--- src/rtl/wdt_pkg.sv ---
package wdt_pkg;
  localparam int unsigned NREG = 8;
  localparam int unsigned IX_LOAD   = 0;
  localparam int unsigned IX_VALUE  = 1;
  localparam int unsigned IX_CTRL   = 2;
  localparam int unsigned IX_ICLR   = 3;
  localparam int unsigned IX_RAW    = 4;
  localparam int unsigned IX_MASKED = 5;
  localparam int unsigned IX_LOCK   = 6;
  localparam int unsigned IX_TEST   = 7;
  localparam logic [31:0] UNLOCK_KEY = 32'h1ACC_E551;

  typedef struct packed {
    logic load_wr;
    logic clr_wr;
    logic en;
    logic rst_en;
  } cnt_ctl_t;
endpackage

--- src/rtl/wdt_decode.sv ---
module wdt_decode
  import wdt_pkg::*;
#(
  parameter int unsigned WORD_W = 10,
  parameter int unsigned STRB_W = 4
) (
  input  logic              req_valid,
  input  logic              req_write,
  input  logic [WORD_W-1:0] req_word,
  input  logic [STRB_W-1:0] req_strb,
  input  logic              locked,
  output logic [NREG-1:0]   rd_sel,
  output logic [NREG-1:0]   wr_sel,
  output logic              acc_err
);
  localparam int unsigned IDX_W = $clog2(NREG);

  logic full_word;
  logic mapped;

  assign full_word = (req_strb == {STRB_W{1'b1}});
  assign mapped    = ((req_word >> IDX_W) == '0);
  assign acc_err   = req_valid && !full_word;

  for (genvar i = 0; i < NREG; i++) begin : g_sel
    logic hit;
    assign hit = req_valid && full_word && mapped &&
                 (req_word[IDX_W-1:0] == IDX_W'(i));
    assign rd_sel[i] = hit && !req_write;
    if (i == IX_LOCK) begin : g_lock
      assign wr_sel[i] = hit && req_write;
    end else begin : g_gated
      assign wr_sel[i] = hit && req_write && !locked;
    end
  end
endmodule

--- src/rtl/wdt_counter.sv ---
module wdt_counter
  import wdt_pkg::*;
#(
  parameter int unsigned DATA_W     = 32,
  parameter logic [DATA_W-1:0] LOAD_RESET = '1
) (
  input  logic              clk,
  input  logic              rst_n,
  input  cnt_ctl_t          ctl,
  input  logic [DATA_W-1:0] load_val,
  input  logic [DATA_W-1:0] wr_data,
  output logic [DATA_W-1:0] count,
  output logic              raw,
  output logic              wd_rst
);
  logic [DATA_W-1:0] count_d;
  logic              raw_d;
  logic              pulse_d;
  logic              expire;

  assign expire = ctl.en && (count == '0);

  always_comb begin
    count_d = count;
    raw_d   = raw;
    pulse_d = 1'b0;
    if (ctl.load_wr) begin
      count_d = wr_data;
    end else if (ctl.clr_wr) begin
      count_d = load_val;
      raw_d   = 1'b0;
    end else if (expire) begin
      count_d = load_val;
      raw_d   = 1'b1;
      pulse_d = raw && ctl.rst_en;
    end else if (ctl.en) begin
      count_d = count - 1'b1;
    end
  end

  always_ff @(posedge clk or negedge rst_n) begin
    if (!rst_n) begin
      count  <= LOAD_RESET;
      raw    <= 1'b0;
      wd_rst <= 1'b0;
    end else begin
      count  <= count_d;
      raw    <= raw_d;
      wd_rst <= pulse_d;
    end
  end

  a_r5_hold_when_off: assert property (@(posedge clk) disable iff (!rst_n)
    (!ctl.en && !ctl.load_wr && !ctl.clr_wr) |=> $stable(count));
  a_r6_load_reloads: assert property (@(posedge clk) disable iff (!rst_n)
    ctl.load_wr |=> (count == $past(wr_data)));
  a_r7_clear_drops_raw: assert property (@(posedge clk) disable iff (!rst_n)
    (ctl.clr_wr && !ctl.load_wr) |=> !raw);
  a_r4_raw_from_zero: assert property (@(posedge clk) disable iff (!rst_n)
    $rose(raw) |-> ($past(count) == '0 && $past(ctl.en)));
  a_r10_pulse_cause: assert property (@(posedge clk) disable iff (!rst_n)
    wd_rst |-> ($past(raw) && $past(ctl.rst_en)));
endmodule

--- src/rtl/wdt_regbus.sv ---
module wdt_regbus
  import wdt_pkg::*;
#(
  parameter int unsigned DATA_W     = 32,
  parameter logic [DATA_W-1:0] LOAD_RESET = '1
) (
  input  logic              clk,
  input  logic              rst_n,
  input  logic              req_valid,
  input  logic [DATA_W-1:0] wdata,
  input  logic [NREG-1:0]   rd_sel,
  input  logic [NREG-1:0]   wr_sel,
  input  logic              acc_err,
  input  logic [DATA_W-1:0] count,
  input  logic              raw,
  output logic [DATA_W-1:0] load_q,
  output logic [1:0]        ctrl_q,
  output logic              locked,
  output logic              rsp_valid,
  output logic [DATA_W-1:0] rsp_rdata,
  output logic              rsp_err
);
  logic [DATA_W-1:0] rdata_d;
  logic              lock_d;

  assign lock_d = (wdata != UNLOCK_KEY);

  always_comb begin
    rdata_d = '0;
    if (rd_sel[IX_LOAD])   rdata_d = load_q;
    if (rd_sel[IX_VALUE])  rdata_d = count;
    if (rd_sel[IX_CTRL])   rdata_d = DATA_W'(ctrl_q);
    if (rd_sel[IX_RAW])    rdata_d = DATA_W'(raw);
    if (rd_sel[IX_MASKED]) rdata_d = DATA_W'(raw && ctrl_q[0]);
    if (rd_sel[IX_LOCK])   rdata_d = DATA_W'(locked);
  end

  always_ff @(posedge clk or negedge rst_n) begin
    if (!rst_n) begin
      load_q <= LOAD_RESET;
    end else if (wr_sel[IX_LOAD]) begin
      load_q <= wdata;
    end
  end

  always_ff @(posedge clk or negedge rst_n) begin
    if (!rst_n) begin
      ctrl_q <= '0;
    end else if (wr_sel[IX_CTRL]) begin
      ctrl_q <= wdata[1:0];
    end
  end

  always_ff @(posedge clk or negedge rst_n) begin
    if (!rst_n) begin
      locked <= 1'b0;
    end else if (wr_sel[IX_LOCK]) begin
      locked <= lock_d;
    end
  end

  always_ff @(posedge clk or negedge rst_n) begin
    if (!rst_n) begin
      rsp_valid <= 1'b0;
      rsp_rdata <= '0;
      rsp_err   <= 1'b0;
    end else begin
      rsp_valid <= req_valid;
      rsp_rdata <= rdata_d;
      rsp_err   <= acc_err;
    end
  end

  a_r3_closed_regs_hold: assert property (@(posedge clk) disable iff (!rst_n)
    (locked && !wr_sel[IX_LOCK]) |=> ($stable(load_q) && $stable(ctrl_q)));
  a_r2_narrow_errors: assert property (@(posedge clk) disable iff (!rst_n)
    acc_err |=> (rsp_err && rsp_rdata == '0));
  a_r12_resp_follows: assert property (@(posedge clk) disable iff (!rst_n)
    rsp_valid |-> $past(req_valid));
endmodule

--- src/rtl/wdt_lockable.sv ---
module wdt_lockable
  import wdt_pkg::*;
#(
  parameter int unsigned ADDR_W     = 12,
  parameter int unsigned DATA_W     = 32,
  parameter logic [DATA_W-1:0] LOAD_RESET = '1,
  localparam int unsigned STRB_W = DATA_W / 8
) (
  input  logic              clk,
  input  logic              rst_n,
  input  logic              req_valid,
  input  logic              req_write,
  input  logic [ADDR_W-1:0] req_addr,
  input  logic [STRB_W-1:0] req_strb,
  input  logic [DATA_W-1:0] req_wdata,
  output logic              rsp_valid,
  output logic [DATA_W-1:0] rsp_rdata,
  output logic              rsp_err,
  output logic              irq,
  output logic              wd_rst
);
  localparam int unsigned WORD_W = ADDR_W - 2;

  logic [1:0]        rst_sync;
  logic              rst_n_int;
  logic [NREG-1:0]   rd_sel;
  logic [NREG-1:0]   wr_sel;
  logic              acc_err;
  logic              locked;
  logic [DATA_W-1:0] load_q;
  logic [1:0]        ctrl_q;
  logic [DATA_W-1:0] count;
  logic              raw;
  cnt_ctl_t          ctl;
  logic              unused_addr_lsbs;

  always_ff @(posedge clk or negedge rst_n) begin
    if (!rst_n) rst_sync <= 2'b00;
    else        rst_sync <= {rst_sync[0], 1'b1};
  end
  assign rst_n_int = rst_sync[1];

  assign unused_addr_lsbs = ^req_addr[1:0];

  wdt_decode #(.WORD_W(WORD_W), .STRB_W(STRB_W)) u_decode (
    .req_valid (req_valid),
    .req_write (req_write),
    .req_word  (req_addr[ADDR_W-1:2]),
    .req_strb  (req_strb),
    .locked    (locked),
    .rd_sel    (rd_sel),
    .wr_sel    (wr_sel),
    .acc_err   (acc_err)
  );

  wdt_regbus #(.DATA_W(DATA_W), .LOAD_RESET(LOAD_RESET)) u_regbus (
    .clk       (clk),
    .rst_n     (rst_n_int),
    .req_valid (req_valid),
    .wdata     (req_wdata),
    .rd_sel    (rd_sel),
    .wr_sel    (wr_sel),
    .acc_err   (acc_err),
    .count     (count),
    .raw       (raw),
    .load_q    (load_q),
    .ctrl_q    (ctrl_q),
    .locked    (locked),
    .rsp_valid (rsp_valid),
    .rsp_rdata (rsp_rdata),
    .rsp_err   (rsp_err)
  );

  assign ctl.load_wr = wr_sel[IX_LOAD];
  assign ctl.clr_wr  = wr_sel[IX_ICLR];
  assign ctl.en      = ctrl_q[0];
  assign ctl.rst_en  = ctrl_q[1];

  wdt_counter #(.DATA_W(DATA_W), .LOAD_RESET(LOAD_RESET)) u_counter (
    .clk      (clk),
    .rst_n    (rst_n_int),
    .ctl      (ctl),
    .load_val (load_q),
    .wr_data  (req_wdata),
    .count    (count),
    .raw      (raw),
    .wd_rst   (wd_rst)
  );

  assign irq = raw && ctrl_q[0];

  a_r9_irq_needs_enable: assert property (@(posedge clk) disable iff (!rst_n_int)
    irq |-> ctrl_q[0]);
endmodule

--- config.mk ---
export PLATFORM = sky130hd
export DESIGN_NAME = wdt_lockable
export DESIGN_NICKNAME = d
export VERILOG_FILES = /design/src/rtl/wdt_pkg.sv /design/src/rtl/wdt_decode.sv /design/src/rtl/wdt_counter.sv /design/src/rtl/wdt_regbus.sv /design/src/rtl/wdt_lockable.sv
export SDC_FILE = /design/constraint.sdc
export NUM_CORES = 1
export LEC_CHECK = 0
export ABC_AREA = 1
export BUFFER_PORTS_ARGS = -buffer_cell sky130_fd_sc_hd__buf_2
export CORE_MARGIN = 8
export CORE_UTILIZATION = 58
export DETAILED_ROUTE_END_ITERATION = 8
export GPL_ROUTABILITY_DRIVEN = 1
export PLACE_DENSITY = 0.81
export SLEW_MARGIN = 20
export SYNTH_ARGS = -nofsm -noshare
export SYNTH_HDL_FRONTEND = slang
export SYNTH_SLANG_ARGS = --single-unit
--- constraint.sdc ---
create_clock -name clk -period 3.8 [get_ports clk]
set_clock_uncertainty 0.05 [all_clocks]
set_input_delay 0.57 -clock clk [delete_from_list [all_inputs] [get_ports clk]]
set_output_delay 0.57 -clock clk [all_outputs]
set_load 0.1 [all_outputs]
== After elaboration in Yosys (flattened, before gate mapping) ==
Cells that the tools add are included.

* $add $sub $neg: 1
* Equal/unequal tests: 8
* Mux-type cells: 15
* Bitwise logic cells: 1
* Reduce and logical (&&, ||, !) cells: 35

{| class="wikitable"
|+ Operators by type and width
! cell !! count
|-
| $mux W32 || 10
|-
| $logic_not A32 Y1 || 1
|-
| $ne A32 B29 Y1 const B || 1
|-
| $sub A32 B1 Y32 const B || 1
|-
| $logic_and A1 B1 Y1 || 26
|-
| $logic_not A10 Y1 || 1
|-
| $eq A3 B3 Y1 const B || 3
|-
| $eq A3 B2 Y1 const B || 2
|-
| $mux W1 || 5
|-
| $eq A4 B4 Y1 const B || 1
|-
| $reduce_bool A4 Y1 || 1
|-
| $eq A3 B1 Y1 const B || 1
|-
| $logic_not A1 Y1 || 3
|-
| $logic_not A3 Y1 || 1
|-
| $reduce_and A2 Y1 || 1
|-
| $reduce_bool A2 Y1 || 1
|-
| $not A1 Y1 || 1
|}

* Register bits: 105
* Input bits: 52
* Output and inout bits: 36

== Depth between registers and ports, before layout ==
* Word-level depth: 11
* Mapped depth: 13
* Mapped depth without buffers: 12

== Modules after synthesis ==
Synthesis repeated with hierarchy kept, for this count alone.

* Cells, all modules: 845
* Area total of the unflattened synthesis: 6,189.7 sq um

{| class="wikitable"
|+ Modules (own cells, without submodules)
! module !! times used !! cells each !! area each (sq um) !! sequential area each (sq um)
|-
| wdt_counter || 1 || 516 || 2,992.9 || 890.9
|-
| wdt_regbus || 1 || 273 || 2,879.0 || 1,766.7
|-
| wdt_decode || 1 || 51 || 256.5 || 0.0
|-
| wdt_lockable || 1 || 5 || 61.3 || 50.0
|}

== Least setup slack after synthesis ==
No wires, ideal clock.

* Path type: register to register
* From: register u_counter.count[0]
* To: register u_counter.count[4]
* Setup time: 0.076 ns
* Arrival: 1.778 ns
* Path slack: 1.896 ns
* Cell stages (with the launch flop): 12
* Path buffers: 1
* Period minus slack after synthesis: 1.904 ns
* Cell sequence: dfstp_2 -> inv_1 -> ha_1 -> inv_1 -> nor2_8 -> nand2_4 -> nor2_4 -> a21oi_2 -> buf_2 -> nand3_1 -> a21oi_1 -> nor2_1

* Cells in the longest elaborated chain, start to end: 5

{| class="wikitable"
|+ Ends and longest elaborated chain
! what !! RTL line !! source
|-
| from (decl) || wdt_counter.sv:12 || <nowiki>output logic [DATA_W-1:0] count,</nowiki>
|-
| from (signal assigned) || wdt_counter.sv:47 || <nowiki>count <= count_d;</nowiki>
|-
| $sub A32 B1 Y32 or $logic_not A32 Y1 (tied branches) || wdt_counter.sv:37, wdt_counter.sv:21 ||
|-
| $mux W32 or $logic_and A1 B1 Y1 (tied branches) || wdt_counter.sv:36, wdt_counter.sv:21 ||
|-
| $mux W32 || wdt_counter.sv:32 || <nowiki>end else if (expire) begin</nowiki>
|-
| $mux W32 || wdt_counter.sv:29 || <nowiki>end else if (ctl.clr_wr) begin</nowiki>
|-
| $mux W32 || wdt_counter.sv:27 || <nowiki>if (ctl.load_wr) begin</nowiki>
|}

Parallel ways exist; a longest one is shown, timed or not. The select of a mux whose other input is x is not followed.
A chain may end at the register's enable or synchronous reset.

== Worst setup path after layout ==
* From: register u_counter.count[0]
* To: register u_counter.count[11]

Same word-level chain as after synthesis.

==> Flow_metrics.wiki <==
{| class="wikitable"
! Metric !! Value
|-
| Outcome || complete, no violations
|-
| Core area || 9774 um2
|-
| Final setup violation count || 0
|-
| Global-route wire length before repair || 26,920 um
|-
| Violation count after the first detailed-routing iteration || 482
|-
| Actual transition at the worst max-transition pin || 0.8100 ns
|-
| Row Count || 36
|-
| Worst Setup Start Kind || flip-flop
|-
| Number of antenna violations at the first check in global routing || 0
|-
| Sequence of cells on the critical path || inv_1 > ha_1 > inv_1 > nor2_8 > nand2_4 > nor2_4 > nand2_4 > nand3_2 > o21ai_0 > nor2_1 > nor2_1
|-
| CP max FO || 20
|-
| Count of state elements after synthesis || 105
|-
| TNS Setup || 0 ns
|-
| Sort of element at the end of the critical path || flip-flop
|-
| Sequential power share || 47.8%
|-
| # diodes || 0
|-
| Clock tree from TritonCTS || done
|-
| Floorplan die height || 116.4 um
|-
| Number of search-and-repair iterations in the first detailed-routing pass || 5
|-
| Achievable Freq || 0.3902 GHz
|-
| Number of global-route vias before repair || 5,566
|-
| Number of nets in the final layout || 941
|-
| Final HPWL from detailed placement || 12,300 um
|-
| Post-Syn Area || 5851 um2
|-
| I/O pin cnt || 88
|-
| Share of final-layout standard cells stronger than drive strength 1 || 21.72%
|-
| Final critical-path required period || 2.563 ns
|-
| CTS buffer count || 9
|-
| Leakage power figure || 0.003315 uW
|-
| Number of enable-type register cells in the synthesized netlist || 0
|-
| Post-synth top flop || sky130_fd_sc_hd__dfstp_2
|-
| Yosys warning total || 0
|-
| Final period utilization || 67.44%
|-
| Number of gates given a new drive strength after cts || 0
|-
| Fill count || 872
|-
| Cell with the largest stage delay on the worst path || sky130_fd_sc_hd__dfstp_2
|-
| Die Wd || 116.4 um
|-
| Final hold vios || 0
|-
| Clock network fraction of design power || 28.5%
|-
| Class of the tightest hold or removal check || input pin to flip-flop
|-
| Switching share of power || 31.92%
|-
| Post-DP Area || 6361 um2
|-
| Clock insertion delay at the later pin of the skew report || 0.39 ns
|-
| Global-route congestion overflow total || 0
|-
| Largest net degree at the start of global routing || 63
|-
| Portion of the post-synthesis area used by sequential elements || 46.28%
|-
| Worst setup path category || flip-flop to flip-flop
|-
| Family of cells with the greatest summed delay on the critical path || simple AND/OR/NAND/NOR gates
|-
| Detail Route Antenna Nets || 0
|-
| DRC violation count after routing || 0
|-
| Internal power consumption || 1674 uW
|-
| Combinational Power Share || 23.8%
|-
| Per-cell via count in the routed design || 5.422
|-
| Die area || 13,560 um2
|-
| Biggest cell delay along the critical path || 0.57 ns
|-
| Final routed wirelength across all metal layers || 16,460 um
|-
| Worst Path Arrival || 2.84 ns
|-
| Buffer type at the clock tree root || sky130_fd_sc_hd__clkbuf_8
|-
| Power spent charging and discharging nets || 785.0 uW
|-
| Share of flip-flops with an asynchronous set or reset || 100.0%
|-
| Count of vias placed by the detailed router || 5,563
|-
| Number of distinct library cells after synthesis || 41
|-
| Area Growth Syn to Fin || 12.13%
|-
| Final weighted congestion in routability-driven placement || 0.9183
|-
| Cell area after layout || 6560 um2
|-
| Clock net sink count || 105
|-
| Post-synthesis instance total || 808
|-
| Unrepaired setup endpoints after global routing || false
|-
| Post-synthesis net count || 861
|-
| All-Layer GR Usage || 25.64%
|-
| Number of port buffers || 85
|-
| CTS clk-pin slew, worst paths || 0.09 ns
|-
| Utilization after layout || 67.11%
|-
| Initial cell density of the core || 59.86%
|-
| Critical path data required time || 4.07 ns
|-
| # Max-Cap Violations || 0
|-
| Max rail drop VDD || 0.2628 mV
|-
| CTS H-Tree Depth || 3
|-
| Buffer depth of the longest clock path || 2
|-
| Buf+Inv Stages, Crit Path || 2
|-
| Final slew viol count || 0
|-
| Relative slew slack || 46.00%
|-
| Power per cell area || 374.9 nW/um2
|-
| Final routed wire length divided by cell count || 16.04 um
|-
| Synth Area per Inst || 7.241 um2
|}
==> placed cells by master (no fill, tap or decap), types with 2 or more instances in the layout <==
cell                       count
sky130_fd_sc_hd__nand2_1     276
sky130_fd_sc_hd__nor2_1      158
sky130_fd_sc_hd__buf_2        85
sky130_fd_sc_hd__dfstp_2      64
sky130_fd_sc_hd__nand3_1      63
sky130_fd_sc_hd__inv_1        54
sky130_fd_sc_hd__o21ai_0      49
sky130_fd_sc_hd__dfrtp_1      40
sky130_fd_sc_hd__xor2_1       15
sky130_fd_sc_hd__buf_4        11
sky130_fd_sc_hd__a21oi_1      10
sky130_fd_sc_hd__clkbuf_8     10
sky130_fd_sc_hd__nand4_1       9
sky130_fd_sc_hd__nor3_1        6
sky130_fd_sc_hd__nor2_2        4
sky130_fd_sc_hd__nand2_4       3
sky130_fd_sc_hd__clkbuf_1      3
sky130_fd_sc_hd__and2_1        2
sky130_fd_sc_hd__nand4_2       2
sky130_fd_sc_hd__nor4_1        2
sky130_fd_sc_hd__mux2_2        2
sky130_fd_sc_hd__o21ai_1       2
sky130_fd_sc_hd__clkinv_2      2
==> kinds of logic (layout without fill, tap and decap cells) <==
group / after synthesis / count (layout) / share of synthesized area [%]
mux: 2 / 2 / 0.3849
simple gates: 533 / 533 / 38.32
buf+inv: 84 / 169 / 6.458
compound gates: 66 / 66 / 5.881
fa+ha+maj: 1 / 1 / 0.2138
other cells: 1 / 1 / 0.06410
flops: 105 / 105 / 46.28
xor+xnor: 16 / 16 / 2.395
==> final timing paths <==
path | startpoint | endpoint | slack, ns | depth (start not counted)
worst max-delay path | u_counter.count[0] | u_counter.count[11] | 1.24 | 11
worst min register to register | rst_sync[0] | rst_sync[1] | 0.32 | 0
max in group asynchronous | rst_sync[1] | u_counter.count[4] | 2.44 | 1
worst max register to register | u_counter.count[0] | u_counter.count[11] | 1.24 | 11
worst min-delay path | req_valid | u_regbus.rsp_valid | 0.27 | 1
min in group asynchronous | rst_sync[1] | u_regbus.rsp_rdata[25] | 0.37 | 0
==> flip-flops by register name (all words and copies together) (netlist names) <==
register	cells
rst_sync	2
u_regbus.rsp_valid	1
u_counter.count	32
u_regbus.locked	1
u_regbus.rsp_rdata	32
u_regbus.load_q	32
u_counter.wd_rst	1
u_regbus.ctrl_q	2
u_regbus.rsp_err	1
u_counter.raw	1
==> metal layers <==
metal / vias to the layer above / routed length [um] / global-route usage, %
li1: 2702 / - / -
met1: 2623 / 7023 / 31.52
met2: 213 / 7840 / 42.80
met3: 25 / 1228 / 5.739
met4: 0 / 367 / 10.37
met5: - / 0 / 0
==> cell type report <==
class / instances / area, um2 / area share (%)
clock buffers: 13 / 148.9 / 2.270
multi-input cells: 619 / 2765 / 42.15
well taps: 133 / 166.4 / 2.537
clock inverters: 3 / 40.04 / 0.6103
inverters: 56 / 210.2 / 3.204
flip-flops and latches: 105 / 2711 / 41.33
repair buffers: 97 / 518.0 / 7.896
==> power by group through the flow <==
stage / logic (uW) / registers [uW] / clock network [uW]
floorplan: 403 / 1200 / 0
global placement: 559 / 1190 / 0
detailed placement: 574 / 1190 / 0
CTS: 580 / 1170 / 712
global route: 660 / 1180 / 751
finish: 585 / 1170 / 700
==> cell usage after synthesis (3+ instances only) <==
cell type | number | share of area, %
sky130_fd_sc_hd__a21oi_1 | 10 | 0.86
sky130_fd_sc_hd__buf_2 | 8 | 0.68
sky130_fd_sc_hd__buf_4 | 4 | 0.51
sky130_fd_sc_hd__buf_6 | 5 | 0.96
sky130_fd_sc_hd__clkbuf_1 | 9 | 0.58
sky130_fd_sc_hd__dfrtp_1 | 41 | 18
sky130_fd_sc_hd__dfstp_2 | 64 | 29
sky130_fd_sc_hd__inv_1 | 54 | 3.5
sky130_fd_sc_hd__nand2_1 | 276 | 18
sky130_fd_sc_hd__nand2_4 | 3 | 0.58
sky130_fd_sc_hd__nand3_1 | 63 | 5.4
sky130_fd_sc_hd__nand4_1 | 9 | 0.96
sky130_fd_sc_hd__nor2_1 | 158 | 10
sky130_fd_sc_hd__nor2_2 | 4 | 0.43
sky130_fd_sc_hd__nor3_1 | 6 | 0.51
sky130_fd_sc_hd__o21ai_0 | 49 | 4.2
sky130_fd_sc_hd__xor2_1 | 15 | 2.2
==> what timing repair did <==
item / 4_1_cts / 5_1_grt
setup endpoints to repair: 0 / 0
endpoints found under the hold margin: 2 / 0
hold buffers: 1 / 0
setup buffers: 0 / 0
==> through the flow <==
| step | hold slack (ns) | power (uW) | worst slack [ns] | cells |
|---|---|---|---|---|
| 3_3_place_gp | 0.2939 | 1752 | 1.123 | 1009 |
| 2_1_floorplan | 0.2244 | 1601 | 0.7203 | 808 |
| 5_1_grt | 0.2567 | 2591 | 1.023 | 1026 |
| 3_5_place_dp | 0.2978 | 1768 | 1.061 | 1009 |
| 6_report | 0.2734 | 2459 | 1.237 | 1026 |
| 4_1_cts | 0.2577 | 2467 | 1.237 | 1026 |
==> worst reg2reg max path: stages, from the launching register on <==
cell and delay (ns):
sky130_fd_sc_hd__dfstp_2 0.57, sky130_fd_sc_hd__inv_1 0.08, sky130_fd_sc_hd__ha_1 0.31, sky130_fd_sc_hd__inv_1 0.20, sky130_fd_sc_hd__nor2_8 0.08, sky130_fd_sc_hd__nand2_4 0.09, sky130_fd_sc_hd__nor2_4 0.07, sky130_fd_sc_hd__nand2_4 0.10
sky130_fd_sc_hd__nand3_2 0.40, sky130_fd_sc_hd__o21ai_0 0.38, sky130_fd_sc_hd__nor2_1 0.08, sky130_fd_sc_hd__nor2_1 0.09
Note: power is estimated with default switching activity, not from simulation.
